## src/rtl/tick_sched_pkg.sv

```systemverilog
package tick_sched_pkg;
    localparam int unsigned DEF_NUM_DOM = 4;
    localparam int unsigned DEF_PER_W   = 20;
    localparam int unsigned DEF_TIME_W  = 48;
endpackage

```

## src/rtl/tick_fastest_sel.sv

```systemverilog
// Picks the smallest non-zero period among all domains.
module tick_fastest_sel #(
    parameter int unsigned NUM_DOM = 4,
    parameter int unsigned PER_W   = 20
) (
    input  logic [NUM_DOM*PER_W-1:0] periods_i,
    output logic [PER_W-1:0]         min_per_o,
    output logic                     any_en_o
);
    logic [PER_W-1:0] cand;

    always_comb begin
        min_per_o = '1;
        any_en_o  = 1'b0;
        cand      = '0;
        for (int i = 0; i < NUM_DOM; i++) begin
            cand = periods_i[i*PER_W +: PER_W];
            if (cand != '0 && (!any_en_o || cand < min_per_o)) begin
                min_per_o = cand;
                any_en_o  = 1'b1;
            end
        end
        if (!any_en_o) min_per_o = '0;
    end
endmodule

```

## src/rtl/tick_dom_edge.sv

```systemverilog
// One domain: its next-edge register and registered tick.
module tick_dom_edge #(
    parameter int unsigned PER_W  = 20,
    parameter int unsigned TIME_W = 48
) (
    input  logic              clk,
    input  logic              rst,
    input  logic              step_i,
    input  logic [PER_W-1:0]  period_i,
    input  logic [TIME_W-1:0] now_d_i,
    output logic              tick_o
);
    typedef struct packed {
        logic [TIME_W-1:0] nxt;
        logic              tick;
    } dom_st_t;

    dom_st_t st_d, st_q;
    logic    hit;

    always_comb begin
        st_d      = st_q;
        st_d.tick = 1'b0;
        hit       = step_i && (period_i != '0) && (st_q.nxt <= now_d_i);
        if (hit) begin
            st_d.tick = 1'b1;
            st_d.nxt  = st_q.nxt + TIME_W'(period_i);
        end
    end

    always_ff @(posedge clk) begin
        if (rst) begin
            st_q.nxt  <= TIME_W'(period_i);
            st_q.tick <= 1'b0;
        end else begin
            st_q <= st_d;
        end
    end

    assign tick_o = st_q.tick;
endmodule

```

## src/rtl/tick_sched.sv

```systemverilog
module tick_sched
    import tick_sched_pkg::*;
#(
    parameter int unsigned NUM_DOM = DEF_NUM_DOM,
    parameter int unsigned PER_W   = DEF_PER_W,
    parameter int unsigned TIME_W  = DEF_TIME_W
) (
    input  logic                     clk,
    input  logic                     rst,
    input  logic                     run_i,
    input  logic [NUM_DOM*PER_W-1:0] period_i,
    output logic [NUM_DOM-1:0]       tick_o,
    output logic [TIME_W-1:0]        time_o
);
    typedef struct packed {
        logic [TIME_W-1:0] now;
    } top_st_t;

    top_st_t          st_d, st_q;
    logic [PER_W-1:0] min_per;
    logic             any_en;
    logic             step;

    tick_fastest_sel #(.NUM_DOM(NUM_DOM), .PER_W(PER_W)) u_sel (
        .periods_i (period_i),
        .min_per_o (min_per),
        .any_en_o  (any_en)
    );

    always_comb begin
        st_d = st_q;
        step = run_i && any_en;
        if (step) st_d.now = st_q.now + TIME_W'(min_per);
    end

    always_ff @(posedge clk) begin
        if (rst) st_q.now <= '0;
        else     st_q     <= st_d;
    end

    for (genvar i = 0; i < NUM_DOM; i++) begin : g_dom
        tick_dom_edge #(.PER_W(PER_W), .TIME_W(TIME_W)) u_dom (
            .clk      (clk),
            .rst      (rst),
            .step_i   (step),
            .period_i (period_i[i*PER_W +: PER_W]),
            .now_d_i  (st_d.now),
            .tick_o   (tick_o[i])
        );
    end

    assign time_o = st_q.now;
endmodule

```

## config.mk

```make
export PLATFORM = sky130hd
export DESIGN_NAME = tick_sched
export DESIGN_NICKNAME = d
export VERILOG_FILES = /design/src/rtl/tick_sched_pkg.sv /design/src/rtl/tick_fastest_sel.sv /design/src/rtl/tick_dom_edge.sv /design/src/rtl/tick_sched.sv
export SDC_FILE = /design/constraint.sdc
export NUM_CORES = 1
export LEC_CHECK = 0
export BUFFER_PORTS_ARGS = -buffer_cell sky130_fd_sc_hd__buf_2
export CELL_PAD_IN_SITES_DETAIL_PLACEMENT = 0
export CELL_PAD_IN_SITES_GLOBAL_PLACEMENT = 1
export CORE_MARGIN = 5
export CORE_UTILIZATION = 40
export DETAILED_ROUTE_END_ITERATION = 7
export PLACE_DENSITY = 0.7
export RECOVER_POWER = 25
export SLEW_MARGIN = 0
export SYNTH_ARGS = -nofsm -noshare
export SYNTH_HDL_FRONTEND = slang
export SYNTH_SLANG_ARGS = --single-unit
```

## constraint.sdc

```tcl
create_clock -name clk -period 16.2 [get_ports clk]
set_input_delay 2.43 -clock clk [delete_from_list [all_inputs] [get_ports clk]]
set_output_delay 2.43 -clock clk [all_outputs]
set_load 0.01 [all_outputs]
```

# == After elaboration in Yosys (flattened, before gate mapping) ==
# Cells that the tools add are included.
# classes
add_sub_neg,5
order_cmp,7
mux,18
reduce_logical,26
# op_table
operator,n
$add A48 B20 Y48,5
$le A48 B48 Y1,4
$mux W21,8
$mux W20,5
$reduce_bool A20 Y1,4
$lt A20 B20 Y1,3
$mux W48,1
$logic_and A1 B1 Y1,12
$reduce_bool A2 Y1,4
$mux W1,4
$logic_not A1 Y1,3
$logic_or A1 B1 Y1,3
# totals
register_bits,244
in_bits,83
out_inout_bits,52
elab_cells,69

# == Depth between registers and ports, before layout ==
# Gate-level depths: netlist of run 1.
# logic_depth
depth_word,21
ltp_mapped,67
mapped_depth_nobuf,54

# == By module ==
# Synthesis of run 1 repeated with hierarchy kept, for this count alone.
# hier_totals
hier_cells,2906
area_unflattened_um2,23772.8
# by_module_without_submodules
mod,n_inst,cells_each,area_per_inst_um2,seq_area_each_um2
tick_dom_edge at g_dom[0].u_dom ...,3,531,4420.5,1181.1
tick_dom_edge at g_dom[1].u_dom,1,550,4560.6,1181.1
tick_sched,1,429,3432.0,960.9
tick_fastest_sel,1,334,2518.7,0.0

# == Worst setup path before layout of run 1 ==
# Ideal clock, no wire load.
# synth_timing
kind,in2reg
startpoint,input period_i[19]
endpoint,"register g_dom[3].u_dom.st_q[10] (netlist name), enable pin"
setup_time_ns,0.380
arrival_time_ns,14.747
t_required_ns,15.820
slack_ns,1.073
stages,62
n_path_buf,11
path_cell_list,nor4_1 nand3_1 nor2_1 clkbuf_1 clkbuf_1 nor2_1 ha_1 nand4_1 or4_1 o22a_1 a21o_1 o22ai_2 clkbuf_1 buf_2 buf_2 o21ai_0 ha_1 a211oi_1 (+26 left out) a21oi_1 o21ai_1 a21oi_1 o211ai_1 o311a_1 clkbuf_1 nand3_1 xor2_1 ha_1 nand4_1 nor4_1 and2_1 a211o_1 a31o_2 o41ai_1 nand2_2 clkbuf_1 nand2b_1
# synth_via
elab_chain_len,20
elab_cells_between_ends,29
classes_between,add/sub (1); order compare (4); mux (10); reduce/logical (14)
# synth_rtl
element,line_no,rtl
"start, declared",tick_sched.sv:11,"input logic [NUM_DOM*PER_W-1:0] period_i,"
$reduce_bool A20 Y1,tick_fastest_sel.sv:18,if (cand != '0 && (!any_en_o || cand < min_per_o)) begin
$mux W20 or $mux W1 (tied branches),tick_fastest_sel.sv:18,
$lt A20 B20 Y1 or $logic_not A1 Y1 (tied branches),tick_fastest_sel.sv:18,
$logic_or A1 B1 Y1,tick_fastest_sel.sv:18,
$logic_and A1 B1 Y1,tick_fastest_sel.sv:18,
$mux W20 or $mux W1 (tied branches),tick_fastest_sel.sv:18,
$lt A20 B20 Y1 or $logic_not A1 Y1 (tied branches),tick_fastest_sel.sv:18,
$logic_or A1 B1 Y1,tick_fastest_sel.sv:18,
(+4 left out),--,
$logic_and A1 B1 Y1,tick_fastest_sel.sv:18,
$mux W20 or $mux W1 (tied branches),tick_fastest_sel.sv:18,
$mux W20,tick_fastest_sel.sv:23,if (!any_en_o) min_per_o = '0;
$add A48 B20 Y48,tick_sched.sv:33,if (step) st_d.now = st_q.now + TIME_W'(min_per);
$mux W48,tick_sched.sv:33,
$le A48 B48 Y1,tick_dom_edge.sv:24,hit = step_i && (period_i != '0) && (st_q.nxt <= now_d_i);
$logic_and A1 B1 Y1 (*),tick_dom_edge.sv:24,
$reduce_bool A2 Y1 (no line) (*),--,
"end signal, assigned",tick_dom_edge.sv:36,st_q <= st_d;
"end, declared",tick_dom_edge.sv:18,"dom_st_t st_d, st_q;"
# Every way passes the cells marked *; elsewhere a longest branch is shown, timed or not.
# A chain may end at the register's enable or synchronous reset.

# == Worst setup path in the final report of run 1 ==
# layout_timing
startpoint,input period_i[15]
endpoint,register g_dom[0].u_dom.st_q[48] (netlist name)
# layout_via
elab_chain_len,19
elab_cells_between_ends,29
classes_between,add/sub (2); order compare (4); mux (10); reduce/logical (13)
# layout_rtl
element,line_no
$reduce_bool A20 Y1,"tick_fastest_sel.sv:18, tick_dom_edge.sv:24"
$mux W20 or $mux W1 (tied branches),tick_fastest_sel.sv:18
$lt A20 B20 Y1 or $logic_not A1 Y1 (tied branches),tick_fastest_sel.sv:18
$logic_or A1 B1 Y1,tick_fastest_sel.sv:18
$logic_and A1 B1 Y1,tick_fastest_sel.sv:18
$mux W20 or $mux W1 (tied branches),tick_fastest_sel.sv:18
$lt A20 B20 Y1 or $logic_not A1 Y1 (tied branches),tick_fastest_sel.sv:18
$logic_or A1 B1 Y1,tick_fastest_sel.sv:18
(+3 left out),--
$logic_or A1 B1 Y1,tick_fastest_sel.sv:18
$logic_and A1 B1 Y1,tick_fastest_sel.sv:18
$mux W20 or $mux W1 (tied branches),tick_fastest_sel.sv:18
$mux W20,tick_fastest_sel.sv:23
$add A48 B20 Y48,tick_sched.sv:33
$mux W48,tick_sched.sv:33
$le A48 B48 Y1,tick_dom_edge.sv:24
$logic_and A1 B1 Y1,tick_dom_edge.sv:24
"end signal, assigned",tick_dom_edge.sv:36
"end, declared",tick_dom_edge.sv:18
# Parallel ways exist; a longest one is shown, timed or not.

==> flow_summary.ini, run 1 <==
[status]
outcome = finished clean

[route]
met2_length_um = 33800
firstDrtPassIters = 5
via_count = 20265
post_drt_wl_per_cell_um = 22.2
wl_met1_um = 35400
drc = 0
wl_met3_um = 4710
viasPerCell = 5.91
wirelength_um = 76300
drtAntennaViolNets = 0
dr.max_layer_used = met5
initialDrtViolationCount = 1408

[synthesis]
synthCells = 2564
ys_types = 84
syn_nets = 3001
synth_top_cells_by_area = ha_1 (20%), dfxtp_1 (15%), edfxtp_1 (11%)
syn_area_per_cell_um2 = 8.55
synth.largest_area_cell = ha_1
synth_area_um2 = 21900
synth-main-ff-cell = dfxtp_1
synth_edf_count = 80
yosysSeqAreaShare_pct = 25.9
ys_ff_latch = 244
synth-async-reset-ratio_pct = 0
synth.top_cell.area_share_pct = 19.9
yosysWarnings = 0

[sta]
fin_skew_ns = 0.0185
fmax_mhz = 65.0
slew_headroom_pct = 16.7
layout_setup_ws_ns = 0.810
timing.hold.ws_ns = 0.491
drv_slew = 0
tns_ns = 0
finalCritPeriodShare_pct = 95.0
hold_violations = 0
rsz0062_at_grt = false
finalSetupViolations = 0
min_period_ns = 15.39
worst_slew_pin_slew_ns = 1.25

[setup_path]
critical_path_required_ns = 16.73
crit_top_cell = a21o_1
reg2regPathDepth = 25
criticalPathCategory = in2reg
cp_max_fo = 39
crit_path_end_kind = flop
critPathMaxStageDelay_ns = 0.63
start_kind = input pin
reg2reg_slack_ns = 9.50
slowest_stage = xnor2_1
arrival_ns = 15.92

[final_layout]
area_growth_pct = 12.5
utilization_pct = 45.7
diodes = 0
drive_above_1_share_pct = 9.62
final_cells = 3430
num-nets-final = 3146
design_area_um2 = 24700

[cts]
cts_tree = built
clockBufferDepth = 3
clkSlewWorstSetupHoldPaths_ns = 0.06
clock-sinks = 244
insertion_delay_ns = 0.61
cts-htree-levels = 1
cts_made_buffers = 31
root_buffer = clkbuf_16

[floorplanning]
num_io_pins = 135
core.rowCount = 85
die_height_um = 244
die_area_um2 = 59600
initial_core_util_pct = 40.6
die_x_um = 244
core_um2 = 54000

[min_path]
min_path_type = reg2reg
hold_depth = 2

[placed_design]
gp_congestion = 0.956
portBuffers = 134
dp_cells = 3370
dp_hpwl_um = 60900
postPlaceCellArea_um2 = 23600
dpl_worst_slack_ns = 0.00441

[run]
max-cap-violations = 0

[pwr]
leakage_nw = 10.3
peakVddDrop_uv = 103
report.power.total_mw = 4.08
p_per_area_nw_per_um2 = 165

[grt]
grtUsageTotal_pct = 24.4
grt_max_degree = 135
grt_pass1_wl_um = 115000
overflow = 0
antenna_found_initial = 1
grt_pass1_vias = 19477
==> repair_timing <==
item | CTS | global route
setup buffers | 0 | 1
hold buffers | 0 | 0
endpoints found under the setup margin | 0 | 62
resized for setup | 0 | 4
==> synthesized netlist by cell type, drive strengths merged (15+ instances only) <==
| library cell | n |
|---|---|
| buf | 23 |
| o21a | 23 |
| mux2 | 55 |
| a21o | 101 |
| o31ai | 75 |
| ha | 349 |
| nand4 | 68 |
| xor2 | 42 |
| nor2b | 36 |
| and4 | 15 |
| clkbuf | 63 |
| nor2 | 266 |
| xnor2 | 123 |
| a21oi | 172 |
| dfxtp | 164 |
| inv | 71 |
| o211ai | 17 |
| nand2b | 15 |
| nand3 | 62 |
| nor3 | 62 |
| and3 | 24 |
| nor4 | 59 |
| or3 | 45 |
| edfxtp | 80 |
| o21ai | 143 |
| a211oi | 15 |
| nand2 | 209 |
==> routing by layer <==
| layer | vias up | track usage, % |
|---|---|---|
| met5 | - | 0 |
| met4 | 2 | 6.99 |
| met3 | 115 | 3.55 |
| met2 | 550 | 39.4 |
| met1 | 9685 | 34.1 |
| li1 | 9913 | - |
==> worst max-delay path, delay by kind of cell <==
kind | cells | cell delay, ns
fa+ha+maj | 5 | 1.67
compound gates | 27 | 5.54
mux | 2 | 0.77
simple gates | 16 | 3.47
xor+xnor | 1 | 0.63
buf+inv | 6 | 1.36
==> power by group <==
| part | total, mW | switching (mW) | leakage, nW | internal [mW] |
|---|---|---|---|---|
| logic | 2.35 | 1.43 | 7.59 | 0.917 |
| clock network | 0.787 | 0.303 | 0.571 | 0.484 |
| registers | 0.948 | 0.131 | 2.16 | 0.816 |
==> logic make-up after synthesis <==
| group | Yosys count | share of synthesized area, % |
|---|---|---|
| AND/OR/NAND/NOR | 922 | 21.5 |
| adder cells (fa/ha/maj) | 354 | 20.4 |
| XOR/XNOR | 165 | 6.59 |
| flip-flops | 244 | 25.9 |
| AO/OA/AOI/OAI | 660 | 19.6 |
| multiplexers | 62 | 3.16 |
| buffers and inverters | 157 | 2.94 |
==> final timing paths <==
path                            from                      end
max                     period_i[15]  g_dom[0].u_dom.st_q[48]
min          g_dom[0].u_dom.st_q[48]  g_dom[0].u_dom.st_q[48]
max reg2reg                time_o[0]  g_dom[2].u_dom.st_q[35]
min reg2reg  g_dom[0].u_dom.st_q[48]  g_dom[0].u_dom.st_q[48]
==> flip-flops by register name, indices dropped and copies added (netlist names) <==
name                cells
g_dom.u_dom.tick_o      4
g_dom.u_dom.st_q      192
time_o                 48
==> cell type report <==
cell class	count	area (um^2)
timing repair buffer	197	1060
sequential	244	5690
clock buffer	36	846
fill	5319	29400
tap	696	871
multi-input combinational	2164	15600
clock inverter	22	299
inverter	71	267
==> cells in the final DEF (no fill, tap or decap), drive strengths merged, types with 36 or more instances in the layout <==
cell | netlist | routed
nand3 | 62 | 62
clkbuf | 63 | 103
mux2 | 55 | 55
nor3 | 62 | 62
nor2b | 36 | 36
buf | 23 | 130
o21ai | 143 | 143
inv | 71 | 72
nor2 | 266 | 267
nand2 | 209 | 209
or3 | 45 | 45
nor4 | 59 | 59
nand4 | 68 | 68
edfxtp | 80 | 80
a21oi | 172 | 172
a21o | 101 | 101
xor2 | 42 | 42
xnor2 | 123 | 123
dfxtp | 164 | 164
o31ai | 75 | 75
ha | 349 | 349
(Power assumes the default switching activity.)
==> run 2: changes to the inputs <==
--- a/config.mk
+++ b/config.mk
@@ -12,7 +12,7 @@
 export CORE_UTILIZATION = 40
 export DETAILED_ROUTE_END_ITERATION = 7
 export PLACE_DENSITY = 0.7
-export RECOVER_POWER = 25
+export RECOVER_POWER = 50
 export SLEW_MARGIN = 0
 export SYNTH_ARGS = -nofsm -noshare
 export SYNTH_HDL_FRONTEND = slang
==> run 2 against run 1 <==
  * Sequential power is essentially flat
  * Highest routed layer unchanged
  * Critical endpoint is now g_dom[2].u_dom.st_q[35]
  * Sequential share of layout area about the same
  * Sequential cell count stayed put
  * Clock power is essentially flat
  * Non-clock buffer count unchanged
  * Via count barely moved
  * Critical path type unchanged
==> flow_summary.ini, run 2 (synthesis gave the netlist of run 1 again) <==
[setup_path]
start_kind = input pin
critPathMaxStageDelay_ns = 0.62
crit_path_end_kind = flop
criticalPathCategory = in2reg
cp_max_fo = 39
critical_path_required_ns = 16.65
slowest_stage = o211ai_1
arrival_ns = 15.88

[final_layout]
area_growth_pct = 12.3
top_register = g_dom.u_dom.st_q
num-nets-final = 3146
largest_register_ffs = 192
drive_above_1_share_pct = 9.29
final_cell_mix = ha_1 (349), nor2_1 (265), nand2_1 (208), a21oi_1 (170), dfxtp_1 (164)
final_common_cell = ha_1
final_cells = 3431

[grt]
grt_max_degree = 135
grtUsageMet2_pct = 39.4
grt.busiest_layer = met2
met1_usage_pct = 34.1
use_met3_pct = 3.55
grt_pass1_wl_um = 115000
overflow = 0
grt_pass1_vias = 19477
grtUsageTotal_pct = 24.4
antenna_found_initial = 1

[sta]
slew_headroom_pct = 18.5
fin_skew_ns = 0.0206
layout_setup_ws_ns = 0.774
fmax_mhz = 64.8
tns_ns = 0
finalSetupViolations = 0
finalCritPeriodShare_pct = 95.2
drv_slew = 0
rsz0062_at_grt = false
min_period_ns = 15.43
hold_violations = 0
worst_slew_pin_slew_ns = 1.19

[cts]
clock-sinks = 244
clockBufferDepth = 3
cts_made_buffers = 31
clkSlewWorstSetupHoldPaths_ns = 0.06
root_buffer = clkbuf_16
insertion_delay_ns = 0.62
cts-htree-levels = 1
holdBufCountCts = 0
cts_tree = built

[floorplanning]
core_um2 = 54000
initial_core_util_pct = 40.6
num_io_pins = 135
die_x_um = 244
die_area_um2 = 59600
die_height_um = 244
core.rowCount = 85

[pwr]
p_seq_share_pct = 23.2
p_int_mw = 2.21
leakage_nw = 10.3
switchingPower_mw = 1.87
clkPwrFrac_pct = 19.3
p_per_area_nw_per_um2 = 166
combPwrFrac_pct = 57.5
switching_share_pct = 45.8
peakVddDrop_uv = 103

[route]
firstDrtPassIters = 6
viasPerCell = 5.90
via_count = 20247
initialDrtViolationCount = 1487
wirelength_um = 76500
drc = 0
post_drt_wl_per_cell_um = 22.3
drtAntennaViolNets = 0

[run]
max-cap-violations = 0

[status]
outcome = finished clean

[placed_design]
dpl_worst_slack_ns = 0.00441
dp_hpwl_um = 60900
dp_cells = 3370
portBuffers = 134
gp_congestion = 0.956

[min_path]
min_path_type = reg2reg
[run 2: cell types whose count changed in the layout (fill, tap and decap cells not counted), moves of 2 or more]
| cell | delta |
|---|---|
| o21ai_1 | -2 |
| nor4_2 | -4 |
| clkbuf_2 | +2 |
| nor4_1 | +4 |
| nor4b_2 | -2 |
| buf_4 | -5 |
| clkbuf_1 | +3 |
| o21ai_0 | +2 |
| nor4b_1 | +2 |
[run 2: metrics by stage]
step / hold slack [ns] / cell area [um^2] / util [%] / total power, mW
3_3_place_gp: 0.471 / 23600 / 43.7 / 3.26
4_1_cts: 0.496 / 24800 / 45.8 / 4.10
6_report: 0.491 / 24600 / 45.6 / 4.08
2_1_floorplan: 0.458 / 21900 / - / 2.56
3_5_place_dp: 0.483 / 23600 / 43.7 / 3.30
5_1_grt: 0.519 / 24600 / 45.6 / 4.38
[run 2: layout make-up]
cell class / count / area, um^2
timing repair buffer: 197 / 1040
clock buffer: 36 / 846
fill: 5328 / 29400
inverter: 71 / 267
multi-input combinational: 2164 / 15600
sequential: 244 / 5690
tap: 696 / 871
antenna: 1 / 2.50
clock inverter: 22 / 299
[run 2: critical path, delay by kind of cell]
family / cells / cell delay, ns
buffers and inverters: 7 / 1.53
adders and majority gates: 6 / 1.85
muxes: 2 / 0.78
AOI/OAI and AO/OA: 25 / 5.61
xor gates and xnor gates: 1 / 0.07
and+or+nand+nor: 18 / 3.54
[run 2: power by group through the flow]
stage	logic (mW)	clock network, mW	registers (mW)
2_1_floorplan	1.66	0	0.899
3_3_place_gp	2.30	0	0.958
3_5_place_dp	2.34	0	0.958
4_1_cts	2.35	0.805	0.945
5_1_grt	2.60	0.824	0.958
6_report	2.35	0.788	0.949
[run 2: worst paths after layout]
path	start	end	slack (ns)	cells past startpoint
worst min register to register	g_dom[0].u_dom.st_q[48]	g_dom[0].u_dom.st_q[48]	0.49	2
worst max register to register	time_o[0]	g_dom[2].u_dom.st_q[35]	9.46	25
worst min-delay path	g_dom[0].u_dom.st_q[48]	g_dom[0].u_dom.st_q[48]	0.49	2
worst max-delay path	period_i[15]	g_dom[2].u_dom.st_q[35]	0.77	59
[run 2: repair_timing]
item	CTS	global route
setup endpoints to repair	0	62
gates resized for setup	0	4
setup buffers	0	1
[run 2: per-layer routing]
metal	vias to the layer above	part of all wire, %
met4	2	3.2
met2	557	44
met3	114	6.0
met1	9663	47
li1	9911	-
met5	-	0.010
